## config.mk

```make
export PLATFORM = sky130hd
export DESIGN_NAME = owsrch_step
export DESIGN_NICKNAME = d
export VERILOG_FILES = /design/src/rtl/owsrch_pkg.sv /design/src/rtl/owsrch_wait_timer.sv /design/src/rtl/owsrch_pick.sv /design/src/rtl/owsrch_step.sv
export SDC_FILE = /design/constraint.sdc
export NUM_CORES = 1
export LEC_CHECK = 0
export BUFFER_PORTS_ARGS = -buffer_cell sky130_fd_sc_hd__buf_2
export CAP_MARGIN = 40
export CORE_UTILIZATION = 51
export CTS_CLUSTER_DIAMETER = 150
export DETAILED_ROUTE_END_ITERATION = 10
export GPL_TIMING_DRIVEN = 0
export PLACE_DENSITY_LB_ADDON = 0.08
export REMOVE_ABC_BUFFERS = 1
export SYNTH_ARGS = -nofsm -noshare
export SYNTH_HDL_FRONTEND = slang
export SYNTH_HIERARCHICAL = 1
export SYNTH_SLANG_ARGS = --single-unit
```

## constraint.sdc

```tcl
create_clock -name clk -period 1.75 [get_ports clk]
set_input_delay 0.35 -clock clk [delete_from_list [all_inputs] [get_ports clk]]
set_output_delay 0.35 -clock clk [all_outputs]
set_load 0.02 [all_outputs]
```

## src/rtl/owsrch_pkg.sv

```systemverilog
package owsrch_pkg;

    typedef enum logic [2:0] {
        ST_IDLE,
        ST_ISS_ID,
        ST_WAIT_ID,
        ST_ISS_CMP,
        ST_WAIT_CMP,
        ST_ISS_WR,
        ST_WAIT_WR
    } step_state_e;

    typedef struct packed {
        logic dir;
        logic cmp;
        logic id;
    } step_code_t;

    localparam step_code_t CODE_NONE = '{dir: 1'b0, cmp: 1'b1, id: 1'b1};

    // branch choice: a single answering polarity forces it, else preference
    function automatic logic pick_dir(input logic id, input logic cmp, input logic pref);
        return (id ^ cmp) ? id : pref;
    endfunction

    function automatic logic code_legal(input logic [2:0] c);
        return (c == 3'b000) || (c == 3'b100) || (c == 3'b101) ||
               (c == 3'b010) || (c == 3'b011);
    endfunction

endpackage

```

## src/rtl/owsrch_wait_timer.sv

```systemverilog
module owsrch_wait_timer #(
    parameter int unsigned LIMIT = 4096
) (
    input  logic clk,
    input  logic rst,
    input  logic run,
    output logic expired
);
    localparam int unsigned CW = (LIMIT < 2) ? 1 : $clog2(LIMIT);

    logic [CW-1:0] cnt_q;

    // counts waiting cycles; cleared whenever no slot is outstanding
    always_ff @(posedge clk) begin
        if (rst || !run) begin
            cnt_q <= '0;
        end else if (!expired) begin
            cnt_q <= cnt_q + 1'b1;
        end
    end

    assign expired = run && (cnt_q == CW'(LIMIT - 1));

    p_cnt_bound_r5: assert property (@(posedge clk) disable iff (rst)
        cnt_q <= CW'(LIMIT - 1));

endmodule

```

## src/rtl/owsrch_pick.sv

```systemverilog
module owsrch_pick
    import owsrch_pkg::*;
(
    input  logic       id_bit,
    input  logic       cmp_bit,
    input  logic       pref,
    output logic       dir,
    output logic       nobody,
    output step_code_t code
);
    always_comb begin
        dir    = pick_dir(id_bit, cmp_bit, pref);
        nobody = id_bit & cmp_bit;
        code   = nobody ? CODE_NONE : '{dir: dir, cmp: cmp_bit, id: id_bit};
    end
endmodule

```

## src/rtl/owsrch_step.sv

```systemverilog
module owsrch_step
    import owsrch_pkg::*;
#(
    parameter int unsigned TIMEOUT_CYC = 4096
) (
    input  logic       clk,
    input  logic       rst,
    input  logic       go_i,
    input  logic       pref_dir_i,
    output logic       busy_o,
    output logic       done_o,
    output logic [2:0] result_o,
    output logic       slot_start_o,
    output logic       slot_write_o,
    output logic       slot_wval_o,
    input  logic       slot_done_i,
    input  logic       slot_rval_i
);
    step_state_e state_q, state_d;
    logic        id_q, cmp_q, pref_q;
    logic        done_q;
    step_code_t  res_q;
    logic        tmr_run, tmr_exp;
    logic        finish;
    step_code_t  fin_code;
    logic        pk_dir, pk_nobody;
    step_code_t  pk_code;

    owsrch_wait_timer #(.LIMIT(TIMEOUT_CYC)) tmr_i (
        .clk     (clk),
        .rst     (rst),
        .run     (tmr_run),
        .expired (tmr_exp)
    );

    owsrch_pick pick_i (
        .id_bit  (id_q),
        .cmp_bit (cmp_q),
        .pref    (pref_q),
        .dir     (pk_dir),
        .nobody  (pk_nobody),
        .code    (pk_code)
    );

    always_comb begin
        state_d      = state_q;
        slot_start_o = 1'b0;
        slot_write_o = 1'b0;
        tmr_run      = 1'b0;
        finish       = 1'b0;
        fin_code     = CODE_NONE;
        unique case (state_q)
            ST_IDLE: if (go_i) state_d = ST_ISS_ID;
            ST_ISS_ID: begin
                slot_start_o = 1'b1;
                state_d      = ST_WAIT_ID;
            end
            ST_WAIT_ID: begin
                tmr_run = 1'b1;
                if (slot_done_i) begin
                    state_d = ST_ISS_CMP;
                end else if (tmr_exp) begin
                    state_d = ST_IDLE;
                    finish  = 1'b1;
                end
            end
            ST_ISS_CMP: begin
                slot_start_o = 1'b1;
                state_d      = ST_WAIT_CMP;
            end
            ST_WAIT_CMP: begin
                tmr_run = 1'b1;
                if (slot_done_i) begin
                    if (id_q && slot_rval_i) begin
                        state_d = ST_IDLE;
                        finish  = 1'b1;
                    end else begin
                        state_d = ST_ISS_WR;
                    end
                end else if (tmr_exp) begin
                    state_d = ST_IDLE;
                    finish  = 1'b1;
                end
            end
            ST_ISS_WR: begin
                slot_start_o = 1'b1;
                slot_write_o = 1'b1;
                state_d      = ST_WAIT_WR;
            end
            ST_WAIT_WR: begin
                tmr_run = 1'b1;
                if (slot_done_i) begin
                    state_d  = ST_IDLE;
                    finish   = 1'b1;
                    fin_code = pk_code;
                end else if (tmr_exp) begin
                    state_d = ST_IDLE;
                    finish  = 1'b1;
                end
            end
            default: state_d = ST_IDLE;
        endcase
    end

    always_ff @(posedge clk) begin
        if (rst) begin
            state_q <= ST_IDLE;
            id_q    <= 1'b0;
            cmp_q   <= 1'b0;
            pref_q  <= 1'b0;
            done_q  <= 1'b0;
            res_q   <= '0;
        end else begin
            state_q <= state_d;
            done_q  <= finish;
            if (finish) res_q <= fin_code;
            if (state_q == ST_IDLE && go_i) pref_q <= pref_dir_i;
            if (state_q == ST_WAIT_ID && slot_done_i) id_q <= slot_rval_i;
            if (state_q == ST_WAIT_CMP && slot_done_i) cmp_q <= slot_rval_i;
        end
    end

    assign busy_o      = (state_q != ST_IDLE);
    assign done_o      = done_q;
    assign result_o    = res_q;
    assign slot_wval_o = pk_dir;

    p_slot_pulse_r1: assert property (@(posedge clk) disable iff (rst)
        slot_start_o |=> !slot_start_o);
    p_no_write_none_r2: assert property (@(posedge clk) disable iff (rst)
        (slot_start_o && slot_write_o) |-> !(id_q && cmp_q));
    p_forced_dir_r4: assert property (@(posedge clk) disable iff (rst)
        (slot_start_o && slot_write_o && (id_q != cmp_q)) |-> (slot_wval_o == id_q));
    p_code_legal_r6: assert property (@(posedge clk) disable iff (rst)
        done_o |-> code_legal(result_o));
    p_hold_r6: assert property (@(posedge clk) disable iff (rst)
        !done_o |-> $stable(result_o));
    p_done_pulse_r6: assert property (@(posedge clk) disable iff (rst)
        done_o |=> !done_o);
    p_busy_ignore_r7: assert property (@(posedge clk) disable iff (rst)
        (busy_o && go_i && !finish) |=> busy_o);

endmodule

```

Word-level counts from Yosys, hierarchy flattened --
Index checks and enable logic that the tools add are counted.
Word-level totals: output and inout port bits 8, bits in latches 0, memories 0, memory bits (writable) 0, memory bits (read-only) 0, logic and storage cells 51, flip-flop bits (word level) 22
Operators by class: magnitude comparators 0, add/subtract/negate cells 1, $mul 0, equality and inequality tests 8, shift operators 0, muxes and demuxes 20, bitwise gates (word level) 2, reductions and logical operators 11, div/mod/pow operators 0
Operators with widths (number):
- 3-bit two-way mux | 9
- 3-bit case mux with 7 select lines | 1
- 12-bit by 1-bit adder with 12-bit output, second input constant | 1
- 12-bit equality test, second input constant | 1
- 3-bit equality test, second input constant | 3
- 1-bit two-way mux | 9
- 3-bit by 2-bit equality test with 1-bit output, second input constant | 2
- 3-bit OR reduction | 2
- 1-bit logical AND | 5
- 3-bit by 1-bit equality test with 1-bit output, second input constant | 1
- 3-bit zero test | 1
- 1-bit case mux with 3 select lines | 1
- 3-bit nonzero test | 1
- 2-bit inequality test, second input constant | 1
- 1-bit AND | 1
- 1-bit zero test | 1
- 1-bit logical OR | 1
- 1-bit bitwise XOR | 1

Logic depth before layout (Yosys ltp) --
word-level depth 7, mapped depth 8

Cells and area by module --
Netlist, hierarchy kept.
By module, submodules not included:
- owsrch_wait_timer | cells each 62, seq. area each 240.2 µm², instances 1, area an instance 565.5 µm²
- owsrch_step | cells each 60, seq. area each 200.2 µm², instances 1, area an instance 563.0 µm²
- owsrch_pick | cells each 5, seq. area each 0.0 µm², instances 1, area an instance 53.8 µm²

Least setup slack after synthesis --
No wires, ideal clock.
kind flip-flop to flip-flop, from register tmr_i.cnt_q[0], to register res_q, in the netlist result_o[2], required time 1631 ps, stages on the path, launching flop included 9, buffers on the path 0, setup slack 41 ps, library setup time 119 ps, arrival 1591 ps, clock period less this slack 1709 ps, path through dfxtp_1 > ha_1 > nand4_2 > nor2_2 > nand2_4 > inv_4 > nor2b_1 > a311oi_4 > o221a_1
Between the ends: longest elaborated chain between the ends 5
Ends and longest elaborated chain:
- from (decl) | RTL line owsrch_wait_timer.sv:11 | logic [CW-1:0] cnt_q;
- from (signal assigned) | RTL line owsrch_wait_timer.sv:18 | cnt_q <= cnt_q + 1'b1;
- 12-bit equality test (*) | RTL line owsrch_wait_timer.sv:22 | assign expired = run && (cnt_q == CW'(LIMIT - 1));
- 1-bit logical AND (*) | RTL line owsrch_wait_timer.sv:22
- via tmr_exp | RTL line owsrch_step.sv:23 | logic tmr_run, tmr_exp;
- 1-bit two-way mux (*) | RTL line owsrch_step.sv:62, owsrch_step.sv:80, owsrch_step.sv:96
- 1-bit two-way mux (on tied branches) | RTL line owsrch_step.sv:92, owsrch_step.sv:60, owsrch_step.sv:73
- 1-bit case mux with 3 select lines (*) | RTL line owsrch_step.sv:52 | unique case (state_q)
- to (signal assigned) | RTL line owsrch_step.sv:116 | if (finish) res_q <= fin_code;
- to (decl) | RTL line owsrch_step.sv:22 | step_code_t res_q;
Mark *: on every way through the listed nets, which the timed path passes. The rest lies on a longest branch. A chain may end at the register's enable or synchronous reset.

Worst setup path after layout --
from register id_q, to output slot_wval_o
Between the ends: longest elaborated chain between the ends 2
Ends and longest elaborated chain:
- from (decl) | RTL line owsrch_step.sv:20 | logic id_q, cmp_q, pref_q;
- from (signal assigned) | RTL line owsrch_step.sv:118 | if (state_q == ST_WAIT_ID && slot_done_i) id_q <= slot_rval_i;
- 1-bit bitwise XOR | RTL line owsrch_pkg.sv:23 | return (id ^ cmp) ? id : pref;
- 1-bit two-way mux (*) | RTL line owsrch_pkg.sv:23
- to (decl) | RTL line owsrch_step.sv:15 | output logic slot_wval_o,
Mark *: on every way between the ends. The rest lies on a longest branch, timed or not.

==> impl_metrics.tcl <==
set metrics [dict create \
    clock-skew-final_ns 0.005949 \
    crit_fanout 2 \
    powerDensity_mw_per_mm2 670.0 \
    fmax_mhz 583.9 \
    routed_wl_mm 2.227 \
    holdPathStages 2 \
    clockBufferDepth 2 \
    grt-ovfl-total 0 \
    htreeDepth 1 \
    rrSetupSlack_ns 0.09 \
    finalCritPeriodShare 0.9786 \
    drtAntennaViolNets 0 \
    rows 17 \
    holdBufCountCts 0 \
    drt_iter0_markers 19 \
    clockRootBuffer "clkbuf_4" \
    netlist_instances 127 \
    p_leak_nw 0.5127 \
    maxCapViolCount 0 \
    criticalPathCategory "reg2out" \
    drt-vias-per-instance 5.824 \
    synth.distinct_cells 50 \
    worstHoldStart "rst" \
    dpl.hpwl_mm 1.507 \
    worst_setup_path_start_kind "flip-flop" \
    slowest_stage "dfxtp_4" \
    endpoint_kind "output pin" \
    grt_max_degree 16 \
    cts_tree "built" \
    min_period_ns 1.713 \
    peakVddDrop_mv 0.5220 \
    grt_pass1_vias 878 \
    gp_congestion 0.7692 \
    postSynth.asyncResetShare 0 \
    dr.pass1.iters 4 \
    layout_setup_ws_ns 0.03749 \
    track_usage 0.1941 \
    die-width_microns 50.15 \
    clk_latency_ns 0.30 \
    critPathArrivalTime_ns 1.36 \
    ys_ff_latch 22 \
    synth_flop_cell "dfxtp_1" \
    antenna_found_initial 0 \
    syn_area_sq_mm 0.001182 \
    diodes 0 \
    r2r_end "result_o[2]" \
    avgRoutedWirePerCell_microns 13.10 \
    area_delta_synth_final_pct 17.46 \
    numClockSinks 22 \
    clkSlewWorstSetupHoldPaths_ns 0.12 \
    grt_setup_unrepaired "true" \
    vias 990 \
    crit_buf_inv 1 \
    initial_core_util 0.5397 \
    cp.required_ns 1.40 \
    ys_seq_area_frac 0.3725 \
    min_path_type "in2reg" \
    cp-startpoint "id_q" \
    grt_pass1_wl_mm 3.698 \
    hold_end "id_q" \
    crit_chain "ha_4 > mux2_4 > buf_6" \
    maxSlewViolCount 0 \
    yosys_warnings 6 \
    nNetsFinal 151 \
    dp_slack_ns -0.2412 \
    hold_viol_final 0 \
    critical-path-top-delay-family "flip-flops" \
    slew_headroom 0.7193 \
    io_buffers 13 \
    core-area_sq_mm 0.002191 \
    io_pins 14 \
    reg2reg_depth 8 \
    worst_pin_slew_ns 0.4210 \
    final_util 0.6339 \
    fill_cells 185 \
    setup_viol 0 \
    r2r-start "tmr_i/cnt_q[0]" \
    avgSynthCellArea_sq_um 9.310 \
    die_height_microns 50.15 \
    dieArea_sq_mm 0.002515 \
    layout-drive-gt1-share 0.3239 \
    route.detailed.drc 0 \
    synth_edf_count 0 \
    status "finished clean" \
    cpPeakStageDelay_ns 0.37 \
    cts_buffers 3 \
]
## routing by layer
layer | global-route usage | part of all wire | vias up | wire [microns]
li1 | - | - | 510 | -
met1 | 0.2344 | 0.48 | 463 | 1072
met2 | 0.3378 | 0.49 | 15 | 1085
met3 | 0.02727 | 0.023 | 2 | 51
met4 | 0.08571 | 0.0076 | 0 | 17
met5 | 0 | 0 | - | 0
## metrics by stage
| step | area (sq um) | power, mW | cells | hold WS [ns] | TNS [ns] |
|---|---|---|---|---|---|
| floorplan | 1164 | 0.6192 | 123 | 0.4224 | 0 |
| global placement | 1264 | 0.6525 | 164 | 0.4481 | -0.4413 |
| detailed placement | 1264 | 0.6550 | 164 | 0.4559 | -0.6483 |
| CTS | 1360 | 0.9428 | 170 | 0.2636 | 0 |
| global route | 1389 | 0.9728 | 170 | 0.2712 | -0.01077 |
| finish | 1389 | 0.9305 | 170 | 0.2723 | 0 |
## power breakdown
part / total [mW] / internal, mW / switching, mW
registers: 0.537 / 0.510 / 0.0271
logic: 0.117 / 0.0583 / 0.0582
clock network: 0.277 / 0.127 / 0.150
total: 0.931 / 0.695 / 0.236
## worst reg2reg max path, cell delays in order, from the launching register on
cell and delay (ns):
dfxtp_4 0.40, ha_4 0.16, nand4_2 0.16, nor2_4 0.18
nand2_4 0.10, inv_4 0.13, nor2b_4 0.18, a311oi_4 0.05
o221a_1 0.22
## worst max-delay path by stage
| stage | cells past startpoint | to |
|---|---|---|
| 2_1_floorplan | 8 | result_o[2] |
| 5_1_grt | 3 | slot_wval_o |
| 3_3_place_gp | 8 | result_o[2] |
| 6_report | 3 | slot_wval_o |
| 4_1_cts | 3 | slot_wval_o |
| 3_5_place_dp | 8 | result_o[2] |
## cell type report
class | count | area, sq um | area share
Inverter | 6 | 25.02 | 0.01802
Tap cell | 28 | 35.03 | 0.02523
Sequential cell | 22 | 461.7 | 0.3324
Multi-Input combinational cell | 95 | 744.5 | 0.5360
Clock buffer | 4 | 36.28 | 0.02613
Timing Repair Buffer | 15 | 86.33 | 0.06216
## synth_stat cells, types with 2 or more instances
master | number | area, sq um
a211oi_1 | 3 | 22.52
nor2_1 | 8 | 30.03
a21boi_0 | 2 | 15.01
mux2i_1 | 5 | 50.05
nand4_2 | 2 | 25.02
or2_2 | 2 | 12.51
or3_1 | 3 | 18.77
nand3_1 | 4 | 20.02
buf_2 | 3 | 15.01
a31oi_1 | 5 | 31.28
dfxtp_1 | 22 | 440.4
ha_1 | 2 | 25.02
xnor2_1 | 2 | 17.52
inv_1 | 5 | 18.77
o221ai_1 | 2 | 17.52
nor3b_1 | 2 | 15.01
o31ai_1 | 2 | 15.01
o21ai_0 | 6 | 30.03
a21oi_1 | 9 | 45.04
nor3_1 | 3 | 15.01
nand2_1 | 4 | 15.01
nor2b_1 | 3 | 18.77
## cell usage in the layout (no fill, tap or decap), drive strengths merged, types with 2 or more instances in the layout
master and count:
nor3 3, nor2b 4, nand4 2, nand3 4, ha 2, nor2 9
clkbuf 4, inv 6, a21oi 9, o21ai 7, a31oi 5, o221ai 2
nand2 6, buf 15, a211oi 3, dfxtp 22, o31ai 2, and4bb 2
mux2i 5, or2 2, or3 3, xnor2 2, a21boi 2, nor3b 2
## sequential cells by signal (all words and copies together) (netlist names)
register,count
done_o,1
id_q,1
tmr_i/cnt_q,12
state_q,3
pref_q,1
cmp_q,1
result_o,3
## repair_timing
action                                 CTS  global route
endpoints found under the hold margin    0             0
setup buffers                            2             0
gates resized for setup                 15             7
setup endpoints to repair                7             6
pin swaps                                1             1
## cells by family after synthesis
family / after synthesis / synth area share
XOR/XNOR: 3 / 0.02223
multiplexers: 6 / 0.05502
buffers and inverters: 10 / 0.03704
AO/OA/AOI/OAI: 38 / 0.2286
flip-flops: 22 / 0.3725
adder cells (fa/ha/maj): 2 / 0.02116
AND/OR/NAND/NOR: 46 / 0.2635
Power figures use the tool's default switching activity.
